## config.mk

```make
export PLATFORM = sky130hd
export DESIGN_NAME = lutram_multiport
export DESIGN_NICKNAME = d
export VERILOG_FILES = /design/src/rtl/lutram_pkg.sv /design/src/rtl/lutram_lane.sv /design/src/rtl/lutram_port_gate.sv /design/src/rtl/lutram_multiport.sv
export SDC_FILE = /design/constraint.sdc
export NUM_CORES = 1
export LEC_CHECK = 0
export ABC_CLOCK_PERIOD_IN_PS = 3400
export BUFFER_PORTS_ARGS = -buffer_cell sky130_fd_sc_hd__buf_2
export CORE_MARGIN = 2
export CORE_UTILIZATION = 70
export CTS_BUF_LIST = sky130_fd_sc_hd__clkbuf_8
export DETAILED_ROUTE_END_ITERATION = 10
export PLACE_DENSITY_LB_ADDON = 0.1
export SKIP_CTS_REPAIR_TIMING = 1
export SYNTH_ARGS = -nofsm -noshare
export SYNTH_HDL_FRONTEND = slang
export SYNTH_SLANG_ARGS = --single-unit
```

## constraint.sdc

```tcl
create_clock -name clk -period 3.4 [get_ports clk]
set_input_delay 0.51 -clock clk [delete_from_list [all_inputs] [get_ports clk]]
set_output_delay 0.51 -clock clk [all_outputs]
set_load 0.05 [all_outputs]
```

## src/rtl/lutram_pkg.sv

```systemverilog
package lutram_pkg;

    localparam int unsigned NUM_PORTS = 4;

    typedef enum logic [1:0] {
        CFG_SINGLE     = 2'b00,
        CFG_DUAL       = 2'b01,
        CFG_QUAD       = 2'b10,
        CFG_SINGLE_ALT = 2'b11
    } cfg_e;

    // Port index 0 is A, 1 is B, 2 is C, 3 is D.
    function automatic logic port_live(cfg_e cfg, int unsigned idx);
        logic live;
        if (idx == 0) begin
            live = 1'b1;
        end else begin
            case (cfg)
                CFG_DUAL: live = (idx == 1);
                CFG_QUAD: live = 1'b1;
                default:  live = 1'b0;
            endcase
        end
        return live;
    endfunction

endpackage

```

## src/rtl/lutram_lane.sv

```systemverilog
module lutram_lane #(
    parameter int unsigned DEPTH = 64,
    parameter int unsigned NRD   = 4,
    localparam int unsigned AW   = $clog2(DEPTH)
) (
    input  logic                    clk,
    input  logic                    we,
    input  logic [AW-1:0]           waddr,
    input  logic                    wbit,
    input  logic [NRD-1:0][AW-1:0]  raddr,
    output logic [NRD-1:0]          rbit
);

    logic cells [DEPTH];

    always_ff @(posedge clk) begin
        if (we) begin
            cells[waddr] <= wbit;
        end
    end

    for (genvar p = 0; p < NRD; p++) begin : g_rd
        assign rbit[p] = cells[raddr[p]];
    end

endmodule

```

## src/rtl/lutram_port_gate.sv

```systemverilog
module lutram_port_gate #(
    parameter int unsigned W = 4
) (
    input  logic         live,
    input  logic [W-1:0] word_in,
    output logic [W-1:0] word_out
);

    always_comb begin
        word_out = live ? word_in : '0;
    end

endmodule

```

## src/rtl/lutram_multiport.sv

```systemverilog
module lutram_multiport
    import lutram_pkg::*;
#(
    parameter int unsigned W     = 4,
    parameter int unsigned DEPTH = 64,
    localparam int unsigned AW   = $clog2(DEPTH)
) (
    input  logic          clk,
    input  logic [1:0]    cfg,
    input  logic          we_a,
    input  logic [AW-1:0] addr_a,
    input  logic [W-1:0]  din_a,
    output logic [W-1:0]  dout_a,
    input  logic [AW-1:0] addr_b,
    output logic [W-1:0]  dout_b,
    input  logic [AW-1:0] addr_c,
    output logic [W-1:0]  dout_c,
    input  logic [AW-1:0] addr_d,
    output logic [W-1:0]  dout_d
);

    cfg_e                                cfg_q;
    logic [NUM_PORTS-1:0][AW-1:0]        rd_addr;
    logic [W-1:0][NUM_PORTS-1:0]         lane_bits;
    logic [NUM_PORTS-1:0][W-1:0]         raw_word;
    logic [NUM_PORTS-1:0][W-1:0]         gated_word;

    assign cfg_q      = cfg_e'(cfg);
    assign rd_addr[0] = addr_a;
    assign rd_addr[1] = addr_b;
    assign rd_addr[2] = addr_c;
    assign rd_addr[3] = addr_d;

    for (genvar i = 0; i < W; i++) begin : g_lane
        lutram_lane #(
            .DEPTH (DEPTH),
            .NRD   (NUM_PORTS)
        ) u_lane (
            .clk   (clk),
            .we    (we_a),
            .waddr (addr_a),
            .wbit  (din_a[i]),
            .raddr (rd_addr),
            .rbit  (lane_bits[i])
        );
    end

    for (genvar p = 0; p < NUM_PORTS; p++) begin : g_port
        for (genvar i = 0; i < W; i++) begin : g_bit
            assign raw_word[p][i] = lane_bits[i][p];
        end
        lutram_port_gate #(
            .W (W)
        ) u_gate (
            .live     (port_live(cfg_q, p)),
            .word_in  (raw_word[p]),
            .word_out (gated_word[p])
        );
    end

    assign dout_a = gated_word[0];
    assign dout_b = gated_word[1];
    assign dout_c = gated_word[2];
    assign dout_d = gated_word[3];

endmodule

```

==> results of run 1 <==
## kinds of logic after synthesis
logic type | count (synthesis) | share of synthesized area
fa+ha+maj | 1 | 0.0007465
simple gates | 216 | 0.06085
flops | 256 | 0.4587
mux | 307 | 0.3529
compound gates | 205 | 0.08706
buf+inv | 109 | 0.03972
## cells in the mapped netlist, drive strengths merged (3+ instances only)
| cell type | number |
|---|---|
| o22ai | 22 |
| or3 | 6 |
| nand2 | 41 |
| a21oi | 40 |
| o21ai | 18 |
| nand3 | 11 |
| mux2 | 28 |
| or3b | 3 |
| a2bb2oi | 5 |
| a22o | 3 |
| a31oi | 4 |
| mux4 | 224 |
| nor2 | 93 |
| and2 | 8 |
| or4 | 4 |
| nor3 | 8 |
| a2111oi | 3 |
| mux2i | 55 |
| o31ai | 8 |
| a211oi | 16 |
| edfxtp | 256 |
| a32oi | 4 |
| a21o | 3 |
| a22oi | 36 |
| nor2b | 23 |
| a221oi | 24 |
| nand3b | 4 |
| clkbuf | 27 |
| or2 | 3 |
| buf | 77 |
| o21bai | 6 |
| inv | 5 |
| nand2b | 9 |
## stage by stage
step / cell area [sq um] / util
after floorplan: 16760 / -
after global placement: 17760 / 0.7566
after detailed placement: 17760 / 0.7566
after CTS: 18630 / 0.7938
after global routing: 18680 / 0.7958
final: 18680 / 0.7958
## final timing paths
path / endpoint / slack [ps] / cells after the start
setup / recovery: dout_a[3] / 20 / 6
hold / removal: g_lane[0].u_lane.cells[25] / 500 / 1
## placed cells by master (no fill, tap or decap), drive strengths merged, types with 8 or more instances in the layout
cell    count
nand2b      9
o22ai      22
a211oi     16
buf       156
mux2       28
mux4      224
a22oi      36
nor2       93
nand3      11
nand2      41
a221oi     24
mux2i      55
clkinv      9
inv        20
nor3        8
o21ai      18
a21oi      40
o31ai       8
edfxtp    256
nor2b      23
clkbuf     43
and2        8
## layer usage
layer  GRT usage  vias up  routed length (um)
li1            -     4858                   -
met1      0.6434     6197               18820
met2      0.6969     1568               25610
met3      0.1860      370               10300
met4      0.2611        4                4664
met5     0.01383        -                  53
## cell type report
class / instances / area [sq um] / area share
Antenna cell: 1 / 2.502 / 0.0001340
Clock buffer: 43 / 591.8 / 0.03168
Clock inverter: 31 / 281.5 / 0.01507
Inverter: 5 / 18.77 / 0.001005
Multi-Input combinational cell: 729 / 8422 / 0.4508
Sequential cell: 256 / 7687 / 0.4115
Tap cell: 319 / 399.1 / 0.02137
Timing Repair Buffer: 156 / 1277 / 0.06839
## power by group
group          switching, mW  internal (mW)
clock                   1.26           1.63
sequential            0.0246           3.50
combinational          0.780          0.537
total                   2.07           5.66
==> metrics, run 1 <==
post-DP HPWL 42.13 mm; largest net degree at the start of global routing between 60 and 70; crit path buf inv count 2; Tcrit/Tclk final 0.9931; Critical Path Source g_lane[3].u_lane.cells[30]; leading registers by flop count g_lane.u_lane.cells x256; syn_nets between 1000 and 1500; Arr. time, crit path ~2900 ps; crit path launch type flip-flop; critical path's slowest cell mux4_1; wire length per cell 38.60 um; CTS Buf Count 42; post-place setup slack -34.45 ps; # rows 56; Setup TNS 0 ps; WHS ~500 ps; Warnings, synthesis 0; Final min period approximately 3400 ps; count of final max-slew check failures 0; Final WS setup around 24 ps; vias in the first global route 12840; # nets final 1223; H-tree levels 2; Initial DRC Count a little under 3000; sequential share of the synthesized area 0.4587; worst-path cell chain mux4_1 -> mux2i_1 -> buf_4 -> o221ai_1 -> or4_1 -> buf_2; Hold Violations, Final 0; final std cells w/o fill about 1500; vias between 10000 and 15000; WP data required 2890 ps; Pwr per Cell Area 413.8 mW/mm^2; placed insts approximately 1500; Mean Syn Cell Area roughly 15 sq um; Yosys reg bits 256; Hold Path Class input pin to flip-flop; gpl congestion 1.085; I/O pin count 48; Area Growth Syn to Fin 11.47%; Leak 6.237 nW; Top Family by Delay on Critical Path multiplexers; core footprint ~0.023 sq mm; DIE AREA 0.02520 sq mm; Worst Max-Slew Pin Slew around 1300 ps; Die H 158.7 um; CTS tree built; hold_sp din_a[0]; status completed; max FFs per register between 200 and 300; Yosys top cell by area edfxtp_1; synthesized area 0.01676 sq mm; Cells after Synth 1094; DRC viols 0; grt ovf 0; clk sinks around 260; Clock Root Buffer clkbuf_8; Fmax roughly 0.3 GHz; Max Cap Viol 0; Worst slew margin 0.1249; Biggest register g_lane.u_lane.cells; share of cells above drive strength 1 0.3893; EDFF count, synth about 260; Synth Flop Type edfxtp_1; gr usage total 0.4835; Setup Crit Path Kind flip-flop to output port; Critical Path End Type output port; global-route wire length before repair roughly 90 mm; Via density about 8.4; total chip power 7.729 mW; clk slew on worst S/H paths 70 ps; ranking of synthesized cells by area edfxtp_1 (46%), mux4_2 (30%), mux2i_1 (3.3%); Final ANT Viol Nets 0; Initial Util 0.7140; # port buffers 47; die width ~160 um; asr flop ratio synth 0; clk buf depth 3; filler instances ~1300; worst vdd ir roughly 0.5 mV; Crit path largest cell delay 550 ps; Final setup viols 0; synth unique cells 60; Max Fanout on Critical Path 4; initial antenna violation count 2; Synth top area share 0.4587; WL final 59.45 mm; Pre-antenna DRT Iters 8
No activity file was read; power rests on OpenSTA's default activity.
==> run 2: changes to the inputs <==
--- a/config.mk
+++ b/config.mk
@@ -12,6 +12,7 @@
 export CTS_BUF_LIST = sky130_fd_sc_hd__clkbuf_8
 export DETAILED_ROUTE_END_ITERATION = 10
 export PLACE_DENSITY_LB_ADDON = 0.1
+export REMOVE_ABC_BUFFERS = 1
 export SKIP_CTS_REPAIR_TIMING = 1
 export SYNTH_ARGS = -nofsm -noshare
 export SYNTH_HDL_FRONTEND = slang
==> metrics, run 2 (same netlist as run 1, synthesis figures left out) <==
WHS 631.2 ps (+134.6 ps); Final ANT Viol Nets 0 (unchanged); Setup Crit Path Kind flip-flop to output port; Tcrit/Tclk final 1.003 (+0.009578); Die H 158.7 um (unchanged); global-route wire length before repair 89.00 mm (+1.4%); Int Pwr 5.644 mW (-0.35%); post-route cell area 0.01881 sq mm (+0.68%); grt ovf 0 (unchanged); # nets final 1229 (+0.49%); Max Cap Viol 0 (unchanged); Area Growth Syn to Fin 12.23%; Initial DRC Count 2963 (+2.2%); wire length per cell 39.67 um (+2.8%); Cell Area, Placed 0.01786 sq mm (+0.58%); leading registers by flop count g_lane.u_lane.cells x256; Leak 6.254 nW (+0.26%); Worst slew margin 0.06627 (-0.05863); Max Fanout on Critical Path 4 (unchanged); crit path launch type flip-flop; # rows 56 (unchanged); DRC viols 0 (unchanged); Final setup viols 1 (+1); critical path's slowest cell mux4_2; core footprint 0.02347 sq mm (unchanged); Critical Path End Type output port; commonest cells after routing, fill and taps aside edfxtp_1 (256), mux4_2 (223), buf_4 (100), nor2_1 (90), mux2i_1 (54); Sw Ratio 0.2719 (+0.004647); WP data required 2890 ps (about the same); die width 158.7 um (unchanged); I/O pin count 48 (unchanged); worst-path cell chain mux4_2 -> a22oi_1 -> a21oi_1 -> a21oi_2 -> o22ai_1 -> buf_2; combinational group share of total power 0.174 (+0.004); H-tree levels 2 (unchanged); post-place setup slack 20.03 ps (+54.49 ps); Initial Util 0.7140 (unchanged); vias 13310 (+2.4%); Fmax 0.2933 GHz (-0.96%); Final min period 3409 ps (+32.57 ps); Hold Violations, Final 0 (unchanged); share of cells above drive strength 1 0.4028 (+0.01343); post-DP HPWL 42.93 mm (+1.9%); Arr. time, crit path 2900 ps (+30 ps); Clock Root Buffer clkbuf_8; crit path buf inv count 1 (-1); count of final max-slew check failures 0 (unchanged); worst vdd ir 0.4360 mV (-15%); Final WS setup -9.042 ps (-32.57 ps); clk buf depth 3 (unchanged); failing checks negative setup slack; max FFs per register 256 (unchanged); Pre-antenna DRT Iters 7 (-1); clk sinks 256 (unchanged); gr usage total 0.4955 (+0.01206); status finished with violations; Worst Max-Slew Pin Slew 1401 ps (+87.94 ps); final core utilization 0.8013 (+0.005437); largest net degree at the start of global routing 65 (unchanged); clock power share 0.371 (-0.003); Hold Path Class input pin to flip-flop; Sw Pwr 2.107 mW (+2.0%); CTS Buf Count 41 (-2.4%); Reg power frac 0.455 (about the same); Top Family by Delay on Critical Path compound AO/OA/AOI/OAI gates; clk slew on worst S/H paths 60 ps (about the same); gpl congestion 1.157 (+6.7%); commonest non-fill, non-tap cell in the layout edfxtp_1; Pwr per Cell Area 412.1 mW/mm^2 (-0.40%); CTS tree built; WL final 61.25 mm (+3.0%); Biggest register g_lane.u_lane.cells; Crit path largest cell delay 510 ps (-40 ps); initial antenna violation count 0 (-2); # port buffers 47 (unchanged); vias in the first global route 12870 (+0.24%); Via density 8.622 (+2.2%); DIE AREA 0.02520 sq mm (unchanged)
## run 2: cell count changes in the layout (fill, tap and decap cells not counted), sizes merged
cell      delta
buf          +3
clkinvlp     +1
clkinv       +5
inv          -7
clkbuf       +2
## run 2: final cells by class
cell class | count | area, sq um
antenna | 1 | 2.502
tap | 319 | 399.1
multi-input combinational | 729 | 8462
clock buffer | 41 | 564.3
fill | 1228 | 4664
timing repair buffer | 163 | 1383
sequential | 256 | 7687
clock inverter | 30 | 291.5
inverter | 5 | 18.77
## run 2: tightest hold or removal path: cells and delay by family
kind,cells,cell delay [ps]
and+or+nand+nor,3,380
buffers and inverters,1,140
## run 2: power by group through the flow
stage | Clock, mW | Combinational (mW) | Sequential, mW
after global placement | 0 | 1.25 | 3.59
final | 2.88 | 1.35 | 3.52
after detailed placement | 0 | 1.26 | 3.59
after global routing | 2.97 | 1.38 | 3.52
after floorplan | 0 | 0.609 | 3.57
after CTS | 2.85 | 1.27 | 3.52
## run 2: final timing paths
| path | startpoint | to | slack, ps | cells after the start |
|---|---|---|---|---|
| worst min-delay path | we_a | g_lane[3].u_lane.cells[48] | 630 | 4 |
| worst max-delay path | g_lane[3].u_lane.cells[7] | dout_d[3] | -9 | 6 |
## run 2: per-layer routing
layer	global-route usage	vias up	share of wire
li1	-	4877	-
met1	0.6595	6366	0.31
met2	0.7154	1676	0.43
met3	0.1996	391	0.19
met4	0.2556	2	0.079
met5	0	-	0.00039
## run 2: stage by stage
step	total power, mW	TNS, ps	instances
after floorplan	4.183	0	990
after global placement	4.832	0	1470
after detailed placement	4.852	0	1470
after CTS	7.645	-101.7	1541
after global routing	7.865	-15.46	1543
final	7.751	-9.042	1544
